<file path="src/rtl/gpio_out_notifier.sv">
module gpio_out_notifier #(
  parameter int         NLINES    = 16,
  parameter int         LANES     = 3,
  parameter int         AW        = 8,
  parameter logic [7:0] DATA_BASE = 8'h78,
  parameter logic [7:0] OE_BASE   = 8'h7C
) (
  input  logic              clk,
  input  logic              rst_n,
  input  logic              we,
  input  logic [AW-1:0]     addr,
  input  logic [7:0]        wdata,
  output logic [7:0]        rdata,
  output logic [NLINES-1:0] line_lvl,
  output logic [NLINES-1:0] line_evt
);
  localparam int RW = LANES * 8;

  logic [RW-1:0]     data_q, oe_q, data_n, oe_n;
  logic [NLINES-1:0] eff_n;
  logic              hit;

  always_comb begin
    data_n = data_q;
    oe_n   = oe_q;
    hit    = 1'b0;
    for (int i = 0; i < LANES; i++) begin
      if (we && addr == AW'(DATA_BASE + i)) begin
        data_n[8*i +: 8] = wdata;
        hit = 1'b1;
      end
      if (we && addr == AW'(OE_BASE + i)) begin
        oe_n[8*i +: 8] = wdata;
        hit = 1'b1;
      end
    end
  end

  assign eff_n = data_n[NLINES-1:0] & oe_n[NLINES-1:0];

  always_ff @(posedge clk or negedge rst_n) begin
    if (!rst_n) begin
      data_q   <= '0;
      oe_q     <= '0;
      line_lvl <= '0;
      line_evt <= '0;
    end else begin
      data_q <= data_n;
      oe_q   <= oe_n;
      if (hit) begin
        line_evt <= eff_n ^ line_lvl;
        line_lvl <= eff_n;
      end else begin
        line_evt <= '0;
      end
    end
  end

  always_comb begin
    rdata = 8'h00;
    for (int i = 0; i < LANES; i++) begin
      if (addr == AW'(DATA_BASE + i)) rdata = data_q[8*i +: 8];
      if (addr == AW'(OE_BASE + i))   rdata = oe_q[8*i +: 8];
    end
  end
endmodule


</file>
<file path="config.mk">
export PLATFORM = sky130hd
export DESIGN_NAME = gpio_out_notifier
export DESIGN_NICKNAME = d
export VERILOG_FILES = /design/src/rtl/gpio_out_notifier.sv
export SDC_FILE = /design/constraint.sdc
export NUM_CORES = 1
export LEC_CHECK = 0
export ABC_AREA = 1
export ABC_CLOCK_PERIOD_IN_PS = 1900
export BUFFER_PORTS_ARGS = -buffer_cell sky130_fd_sc_hd__clkbuf_2
export CAP_MARGIN = 15
export CORE_MARGIN = 2
export CORE_UTILIZATION = 40
export CTS_CLUSTER_DIAMETER = 80
export DETAILED_ROUTE_END_ITERATION = 8
export HOLD_SLACK_MARGIN = 0.12
export PLACE_DENSITY = 0.59
export SYNTH_ARGS = -nofsm -noshare
export SYNTH_HDL_FRONTEND = slang
export SYNTH_SLANG_ARGS = --single-unit
</file>
<file path="constraint.sdc">
create_clock -name clk -period 1.9 [get_ports clk]
set_clock_uncertainty 0.2 [all_clocks]
set_input_delay 0.38 -clock clk [delete_from_list [all_inputs] [get_ports clk]]
set_output_delay 0.38 -clock clk [all_outputs]
set_load 0.02 [all_outputs]
</file>
==> impl_metrics.env, run 1 <==
export IMPL_multi_input_area_sq_mm=0.00172
export IMPL_clock_latency_ps=350
export IMPL_initial_core_util_pct=40.9
export IMPL_timing_fmax_mhz=494
export IMPL_layout_cells_non_filler=668
export IMPL_diodes=0
export IMPL_cellLeakagePower_uw=0.00248
export IMPL_dp_hpwl_um=7310
export IMPL_grt_pass1_vias=3146
export IMPL_grt_pass1_wl_um=16400
export IMPL_overflow=0
export IMPL_first_pass_iters=5
export IMPL_drv_slew=0
export IMPL_synth_cell_types=25
export IMPL_end_kind="output port"
export IMPL_crit_type="input port to output port"
export IMPL_syn_avg_cell_area_sq_um=8.29
export IMPL_htreeDepth=3
export IMPL_cp_required_ps=1320
export IMPL_tightest_slew_ps=463
export IMPL_syn_nets=472
export IMPL_arrival_ps=1450
export IMPL_regArea_sq_mm=0.00200
export IMPL_design_core_area_sq_mm=0.00920
export IMPL_drv_cap=0
export IMPL_drc_errors=0
export IMPL_yosys_area_top_type="dfrtp_1"
export IMPL_io_buffers=58
export IMPL_rows=35
export IMPL_hold_viol=0
export IMPL_drive_gt1_share_pct=30.9
export IMPL_cts_root_buf="clkbuf_8"
export IMPL_numCtsBuffers=9
export IMPL_final_cell_mix="nand2_1, dfrtp_1, nand3_1"
export IMPL_synth_area_sq_mm=0.00376
export IMPL_setup_violations=8
export IMPL_die_h_um=101
export IMPL_grt_max_degree=32
export IMPL_placed_cells=639
export IMPL_min_period_ps=2030
export IMPL_ios=59
export IMPL_post_route_util_pct=54.5
export IMPL_cts_path_max_buffers=2
export IMPL_vias=3446
export IMPL_place_gp_congestion=0.855
export IMPL_wl_per_cell_um=15.7
export IMPL_via_per_inst=5.16
export IMPL_critPathLaunchType="input port"
export IMPL_syn_to_final_growth_pct=33.4
export IMPL_fin_nets=572
export IMPL_power_density_mw_per_mm2=676
export IMPL_ys_ff_latch=80
export IMPL_final_antenna_net_count=0
export IMPL_gr_usage_all_layers_pct=21.1
export IMPL_slew_headroom_pct=69.1
export IMPL_timing_final_crit_share_pct=107
export IMPL_ys_warn_count=0
export IMPL_status="finished with violations"
export IMPL_synth_cells=453
export IMPL_mostFrequentLayoutCell="nand2_1"
export IMPL_clock_sinks=80
export IMPL_grt_antenna_before_repair=0
export IMPL_violations="negative setup slack"
export IMPL_die_x_um=101
export IMPL_hold_class="input port to flop"
export IMPL_finalWirelength_um=10500
export IMPL_drt_iter0_drc=280
export IMPL_die_area_sq_mm=0.0102
export IMPL_r2r_slack_ps=680
export IMPL_crit_fanout=5
export IMPL_ys_seq_area_share_pct=53.3
export IMPL_vdd_ir_drop_worst_mv=0.408
export IMPL_synth_top_area_share_pct=53.3
export IMPL_rsz0062_at_grt="yes"
export IMPL_setup_ws_ps=-126
export IMPL_yosys_top_cells_area="dfrtp_1, nand2_1, nand3_1, nand4_1, nor2_1"
export IMPL_cts_tree="done"
export IMPL_fillers=805
export IMPL_clk_pin_slew_worst_paths_ps=80
-- critical path: stages --
cell       delay, ps
clkbuf_16        140
inv_16            50
nand4_1           80
buf_6            160
nor2_4           150
nand2_1           70
and3_4           170
nand4_1           90
clkbuf_8         160
-- cell usage after synthesis, drive strengths merged --
library cell  instances
nor3                  1
nand3b                1
nor2                 32
inv                  25
a21oi                14
nand2               165
clkbuf                4
buf                  13
nand4                21
o21ai                30
dfrtp                80
and3                  8
nand3                59
-- final timing paths --
check / startpoint / endpoint / depth (start not counted)
max in group asynchronous: rst_n / line_evt[10]$_DFF_PN0_ / 3
worst max register to register: oe_q[8]$_DFF_PN0_ / line_evt[8]$_DFF_PN0_ / 5
worst max-delay path: addr[7] / rdata[1] / 9
worst min-delay path: wdata[6] / data_q[14]$_DFF_PN0_ / 3
min in group asynchronous: rst_n / line_evt[12]$_DFF_PN0_ / 2
worst min register to register: oe_q[22]$_DFFE_PN0P_ / oe_q[22]$_DFFE_PN0P_ / 2
-- metrics by stage --
stage,hold WS [ps],setup WS [ps],instance area (sq um),setup TNS [ps],total power [uW]
finish,141,-126,5010,-830,3390
global placement,156,-207,4430,-4800,2080
CTS,133,-147,4840,-957,3390
detailed placement,153,-272,4430,-5680,2080
global route,143,-186,5010,-1310,3520
floorplan,-116,-4.86,3810,-4.86,1940
-- routing by layer --
metal / GRT usage [%] / wire length, um / up-vias
met2: 31.6 / 4720 / 138
li1: - / - / 1697
met1: 31.0 / 4800 / 1599
met5: 0 / 0 / -
met4: 5.51 / 152 / 0
met3: 4.65 / 791 / 12
-- cell families after synthesis --
kind of cell	Yosys count	share of synthesized area, %
AND/OR/NAND/NOR	287	35.1
AO/OA/AOI/OAI	44	6.36
buffers and inverters	42	5.29
flip-flops	80	53.3
-- registers in the layout, summed over array words and instances (netlist names) --
name	count
data_q	24
line_evt	16
line_lvl	16
oe_q	24
-- power by group --
group	total, uW	leakage, uW	switching, uW	internal, uW
Sequential	1790	0.00110	39.8	1750
Clock	1300	0.0000976	628	674
Combinational	298	0.00128	193	105
-- timing repair --
item	CTS	global route
buffers inserted	5	5
hold buffers	1	0
pin swaps	8	13
endpoints found under the hold margin	27	0
cloned	2	1
endpoints found under the setup margin	8	8
resized for setup	30	32
-- cell type report --
| class | instances | share of cell area, % |
|---|---|---|
| multi-input cells | 333 | 34.3 |
| clock inverters | 4 | 1.07 |
| flip-flops and latches | 80 | 39.9 |
| well taps | 111 | 2.77 |
| inverters | 25 | 2.35 |
| clock buffers | 11 | 3.02 |
| repair buffers | 104 | 16.6 |
Note: power is estimated with default switching activity, not from simulation.
==> inputs of run 2 (changes only) <==
- MAX_ROUTING_LAYER: not set -> met4
==> run 2 against run 1 <==
Net effect: the flow still finishes with violations (negative setup slack); register-to-register slack about the same; clock power is essentially flat; combinational power about the same.
==> impl_metrics.env, run 2 (same netlist as run 1, synthesis figures left out) <==
export IMPL_status="finished with violations"
export IMPL_violations="negative setup slack"
export IMPL_p_int_uw=2530
export IMPL_wl_per_cell_um=15.6
export IMPL_critPathLaunchType="input port"
export IMPL_syn_to_final_growth_pct=33.4
export IMPL_hold_viol=0
export IMPL_vdd_ir_drop_worst_mv=0.409
export IMPL_seqPwrFrac_pct=52.8
export IMPL_ios=59
export IMPL_hold_class="input port to flop"
export IMPL_min_period_ps=2030
export IMPL_dp_hpwl_um=7310
export IMPL_power_density_mw_per_mm2=676
export IMPL_crit_type="input port to output port"
export IMPL_max_stage_delay_ps=160
export IMPL_crit_chain="clkbuf_16 -> inv_16 -> nand4_1 -> buf_6 -> nor2_4 -> nand2_1 -> and3_1 -> nand4_1 -> clkbuf_8"
export IMPL_cts_root_buf="clkbuf_8"
export IMPL_finalWirelength_um=10400
export IMPL_die_x_um=101
export IMPL_drc_errors=0
export IMPL_use_met3_pct=4.51
export IMPL_crit_slowest_cell="buf_6"
export IMPL_dpl_instance_area_sq_mm=0.00443
export IMPL_layout_cells_non_filler=668
export IMPL_drt_iter0_drc=250
export IMPL_overflow=0
export IMPL_initial_core_util_pct=40.9
export IMPL_cp_required_ps=1320
export IMPL_place_gp_congestion=0.869
export IMPL_design_area_sq_mm=0.00501
export IMPL_drv_slew=0
export IMPL_rsz0062_at_grt="yes"
export IMPL_cts_tree="done"
export IMPL_grt_pass1_wl_um=16500
export IMPL_drive_gt1_share_pct=30.9
export IMPL_critical_path_top_delay_family="simple AND/OR/NAND/NOR gates"
export IMPL_htreeDepth=3
export IMPL_grt_max_degree=32
export IMPL_tightest_slew_ps=475
export IMPL_clkPwrFrac_pct=38.4
export IMPL_rows=35
export IMPL_grt_antenna_before_repair=0
export IMPL_gr_usage_all_layers_pct=21.7
export IMPL_vias=3441
export IMPL_reg_largest_list="data_q (24), oe_q (24)"
export IMPL_final_cell_mix="nand2_1, dfrtp_1, nand3_1"
export IMPL_cellLeakagePower_uw=0.00248
export IMPL_numCtsBuffers=9
export IMPL_met2_usage_pct=31.6
export IMPL_grt_pass1_vias=3149
export IMPL_drv_cap=0
export IMPL_design_core_area_sq_mm=0.00920
export IMPL_min_path_cells=3
export IMPL_setup_violations=8
export IMPL_final_antenna_net_count=0
export IMPL_grt_met1_usage_pct=31.2
export IMPL_die_h_um=101
export IMPL_clock_sinks=80
export IMPL_crit_buf_inv=4
export IMPL_clock_latency_ps=350
export IMPL_die_area_sq_mm=0.0102
export IMPL_fin_setup_tns_ps=-844
export IMPL_timing_final_crit_share_pct=107
export IMPL_diodes=0
export IMPL_crit_top_cell="nand4_1"
export IMPL_setup_ws_ps=-129
export IMPL_first_pass_iters=5
export IMPL_clk_pin_slew_worst_paths_ps=80
export IMPL_end_kind="output port"
export IMPL_p_switching_uw=862
export IMPL_mostFrequentLayoutCell="nand2_1"
export IMPL_p_sw_share_pct=25.4
export IMPL_combPwrFrac_pct=8.8
export IMPL_io_buffers=58
export IMPL_dpl_worst_slack_ps=-272
export IMPL_arrival_ps=1450
export IMPL_cts_path_max_buffers=2
export IMPL_busiest_layer="met2"
export IMPL_placed_cells=639
export IMPL_fin_nets=572
export IMPL_crit_cells=9
export IMPL_worst_r2r_cell_count=5
export IMPL_via_per_inst=5.15
export IMPL_crit_fanout=5
export IMPL_power_uw=3390
export IMPL_slew_headroom_pct=68.3
export IMPL_timing_fmax_mhz=493
## run 2: final timing paths
| kind | slack, ps | startpoint | to |
|---|---|---|---|
| setup / recovery | -130 | addr[7] | rdata[2] |
| hold / removal | 140 | wdata[6] | data_q[14]$_DFF_PN0_ |
| setup reg to reg | 670 | oe_q[8]$_DFF_PN0_ | line_evt[8]$_DFF_PN0_ |
| hold reg to reg | 290 | oe_q[22]$_DFFE_PN0P_ | oe_q[22]$_DFFE_PN0P_ |
| max in group asynchronous | 640 | rst_n | line_evt[10]$_DFF_PN0_ |
| min in group asynchronous | 310 | rst_n | line_evt[12]$_DFF_PN0_ |
## run 2: power groups by stage
stage	clock [uW]	combinational (uW)	sequential, uW
final	1300	298	1790
after global routing	1400	331	1790
after CTS	1330	279	1790
after detailed placement	0	259	1820
after global placement	0	254	1820
after floorplan	0	130	1810
## run 2: worst reg2reg max path, stage by stage, from the launching register on
cell and delay (ps):
dfrtp_1 410, nand2_1 70, o21ai_1 70, buf_4 150, a21oi_1 150, nor2_1 80
## run 2: area by class of cell
class                           instances  area [sq um]
Multi-Input combinational cell        333          1720
Clock buffer                           11           151
Tap cell                              111           139
Clock inverter                          4          53.8
Timing Repair Buffer                  104           831
Inverter                               25           118
Sequential cell                        80          2000
Fill cell                             805          4180
## run 2: stage by stage
step                utilization, %  hold WS (ps)
floorplan                        -          -116
global placement              48.2           156
detailed placement            48.2           153
CTS                           52.7           133
global route                  54.5           143
finish                        54.5           143
## run 2: metal layers
layer  vias up  routed length [um]
li1       1699                   -
met1      1614                4880
met2       118                4780
met3        10                 656
met4         0                 125
met5         -                   0
## run 2: timing repair
action,CTS,global route
resized for setup,30,32
pin swaps,8,13
endpoints found under the hold margin,27,0
hold buffers,1,0
setup endpoints to repair,8,8
buffers inserted,5,5
cloned,2,1
==> inputs of run 3 (changes only) <==
- REMOVE_ABC_BUFFERS: not set -> 1
==> run 3 against run 2 <==
Net effect: the flow still finishes with violations (negative setup slack); first-iteration DRC count grew 3.2%; sequential power is essentially flat; critical path depth is the same; worst hold slack lost 12 ps; count of clock-buffer cells in the layout shrank 2; critical path type unchanged; largest cell class unchanged; highest routed layer unchanged.
==> impl_metrics.env, run 3 (same netlist as run 1, synthesis figures left out) <==
export IMPL_status="finished with violations"
export IMPL_violations="negative setup slack"
export IMPL_p_int_uw=2570
export IMPL_initial_core_util_pct=40.9
export IMPL_grt_pass1_vias=3392
export IMPL_setup_ws_ps=-177
export IMPL_crit_type="input port to output port"
export IMPL_timing_final_crit_share_pct=109
export IMPL_busiest_layer="met2"
export IMPL_crit_top_cell="nand4_1"
export IMPL_vias=3535
export IMPL_wl_per_cell_um=15.7
export IMPL_arrival_ps=1500
export IMPL_vdd_ir_drop_worst_mv=0.276
export IMPL_grt_pass1_wl_um=17000
export IMPL_cts_tree="done"
export IMPL_drc_errors=0
export IMPL_dpl_worst_slack_ps=-184
export IMPL_ios=59
export IMPL_place_gp_congestion=0.843
export IMPL_final_antenna_net_count=0
export IMPL_fillers=884
export IMPL_grt_max_degree=42
export IMPL_post_route_util_pct=53.6
export IMPL_rsz0062_at_grt="yes"
export IMPL_regArea_sq_mm=0.00200
export IMPL_layout_cells_non_filler=669
export IMPL_critPathLaunchType="input port"
export IMPL_critPathLaunch="addr[7]"
export IMPL_worstHoldStart="wdata[7]"
export IMPL_syn_to_final_growth_pct=31.2
export IMPL_gr_usage_all_layers_pct=22.5
export IMPL_r2r_slack_ps=780
export IMPL_grt_antenna_before_repair=0
export IMPL_min_period_ps=2080
export IMPL_p_sw_share_pct=24.8
export IMPL_tightest_slew_ps=451
export IMPL_via_per_inst=5.28
export IMPL_io_buffers=58
export IMPL_multi_input_area_sq_mm=0.00162
export IMPL_mostFrequentLayoutCell="nand2_1"
export IMPL_rows=35
export IMPL_crit_reg2reg_launch="data_q[15]$_DFF_PN0_"
export IMPL_crit_chain="buf_6 -> inv_4 -> nand4_1 -> nor2_4 -> buf_12 -> nand2_2 -> and3_4 -> nand4_1 -> clkbuf_8"
export IMPL_worst_r2r_cell_count=6
export IMPL_end_kind="output port"
export IMPL_crit_slowest_cell="nor2_4"
export IMPL_clkPwrFrac_pct=40.1
export IMPL_cp_required_ps=1320
export IMPL_setup_violations=8
export IMPL_met2_usage_pct=34.4
export IMPL_die_x_um=101
export IMPL_cts_root_buf="clkbuf_8"
export IMPL_clock_sinks=80
export IMPL_cts_path_max_buffers=2
export IMPL_combPwrFrac_pct=7.8
export IMPL_drt_iter0_drc=258
export IMPL_placed_cells=647
export IMPL_diodes=0
export IMPL_final_cell_mix="nand2_1, dfrtp_1, nand3_1"
export IMPL_r2r_end="line_evt[15]$_DFF_PN0_"
export IMPL_slew_headroom_pct=69.9
export IMPL_fin_nets=573
export IMPL_power_density_mw_per_mm2=693
export IMPL_design_core_area_sq_mm=0.00920
export IMPL_overflow=0
export IMPL_crit_fanout=8
export IMPL_seqPwrFrac_pct=52.1
export IMPL_die_area_sq_mm=0.0102
export IMPL_max_stage_delay_ps=190
export IMPL_use_met3_pct=3.12
export IMPL_numCtsBuffers=9
export IMPL_reg_largest_list="data_q (24), oe_q (24)"
export IMPL_htreeDepth=3
export IMPL_hold_viol=0
export IMPL_drv_slew=0
export IMPL_finalWirelength_um=10500
export IMPL_first_pass_iters=5
export IMPL_clock_latency_ps=360
export IMPL_clk_pin_slew_worst_paths_ps=90
export IMPL_dp_hpwl_um=7100
export IMPL_grt_met1_usage_pct=30.2
export IMPL_p_switching_uw=846
export IMPL_drive_gt1_share_pct=28.5
export IMPL_endpoint="rdata[0]"
export IMPL_drv_cap=0
export IMPL_die_h_um=101
export IMPL_timing_fmax_mhz=481
export IMPL_cellLeakagePower_uw=0.00249
export IMPL_hold_class="input port to flop"
run 3: changes by cell type in the layout (fill, tap and decap cells not counted), sizes merged:
cell,previous run,this run
buf,46,48
bufbuf,0,1
bufinv,1,2
clkbuf,68,65
clkinv,1,2
dlygate4sd3,1,2
nor2,34,32
run 3: metal layers:
layer | part of all wire (%) | vias to the layer above | wire, um
li1 | - | 1701 | -
met1 | 46 | 1702 | 4870
met2 | 46 | 116 | 4850
met3 | 5.3 | 16 | 554
met4 | 2.2 | 0 | 227
met5 | 0 | - | 0
run 3: power by group through the flow:
stage	Clock [uW]	Combinational, uW	Sequential, uW
finish	1370	266	1780
global route	1460	298	1780
CTS	1390	265	1780
detailed placement	0	253	1810
global placement	0	246	1810
floorplan	0	109	1810
run 3: worst min path at each step:
stage	end	slack, ps	depth (start not counted)
3_3_place_gp	oe_q[2]$_DFF_PN0_	130	1
4_1_cts	data_q[15]$_DFF_PN0_	120	3
5_1_grt	oe_q[5]$_DFF_PN0_	150	3
6_report	data_q[15]$_DFF_PN0_	130	3
3_5_place_dp	data_q[10]$_DFF_PN0_	130	1
2_1_floorplan	data_q[0]$_DFF_PN0_	-120	0
run 3: metrics by stage:
| step | total power (uW) | setup TNS [ps] | hold slack [ps] | area (sq um) |
|---|---|---|---|---|
| floorplan | 1910 | -6990 | -116 | 3650 |
| global placement | 2060 | -3200 | 125 | 4490 |
| detailed placement | 2060 | -4280 | 132 | 4490 |
| CTS | 3440 | -1060 | 124 | 4870 |
| global route | 3540 | -1850 | 152 | 4930 |
| finish | 3410 | -1240 | 131 | 4930 |
run 3: worst max-delay path: cells and delay by family:
family | cells | cell delay [ps]
AND/OR/NAND/NOR | 5 | 650
buffers and inverters | 4 | 460
run 3: what timing repair did:
action                                  in CTS  in global routing
buffers inserted                             3                  1
resized for setup                           26                 13
endpoints found under the hold margin       65                  0
cloned                                       1                  0
pin swaps                                    2                  3
endpoints found under the setup margin       8                  8
hold buffers                                 2                  0
run 3: final cells by class:
cell class	count	area share (%)
Multi-Input combinational cell	331	32.9
Timing Repair Buffer	107	17.5
Clock buffer	9	2.51
Clock inverter	6	1.73
Tap cell	111	2.82
Inverter	25	1.95
Sequential cell	80	40.6
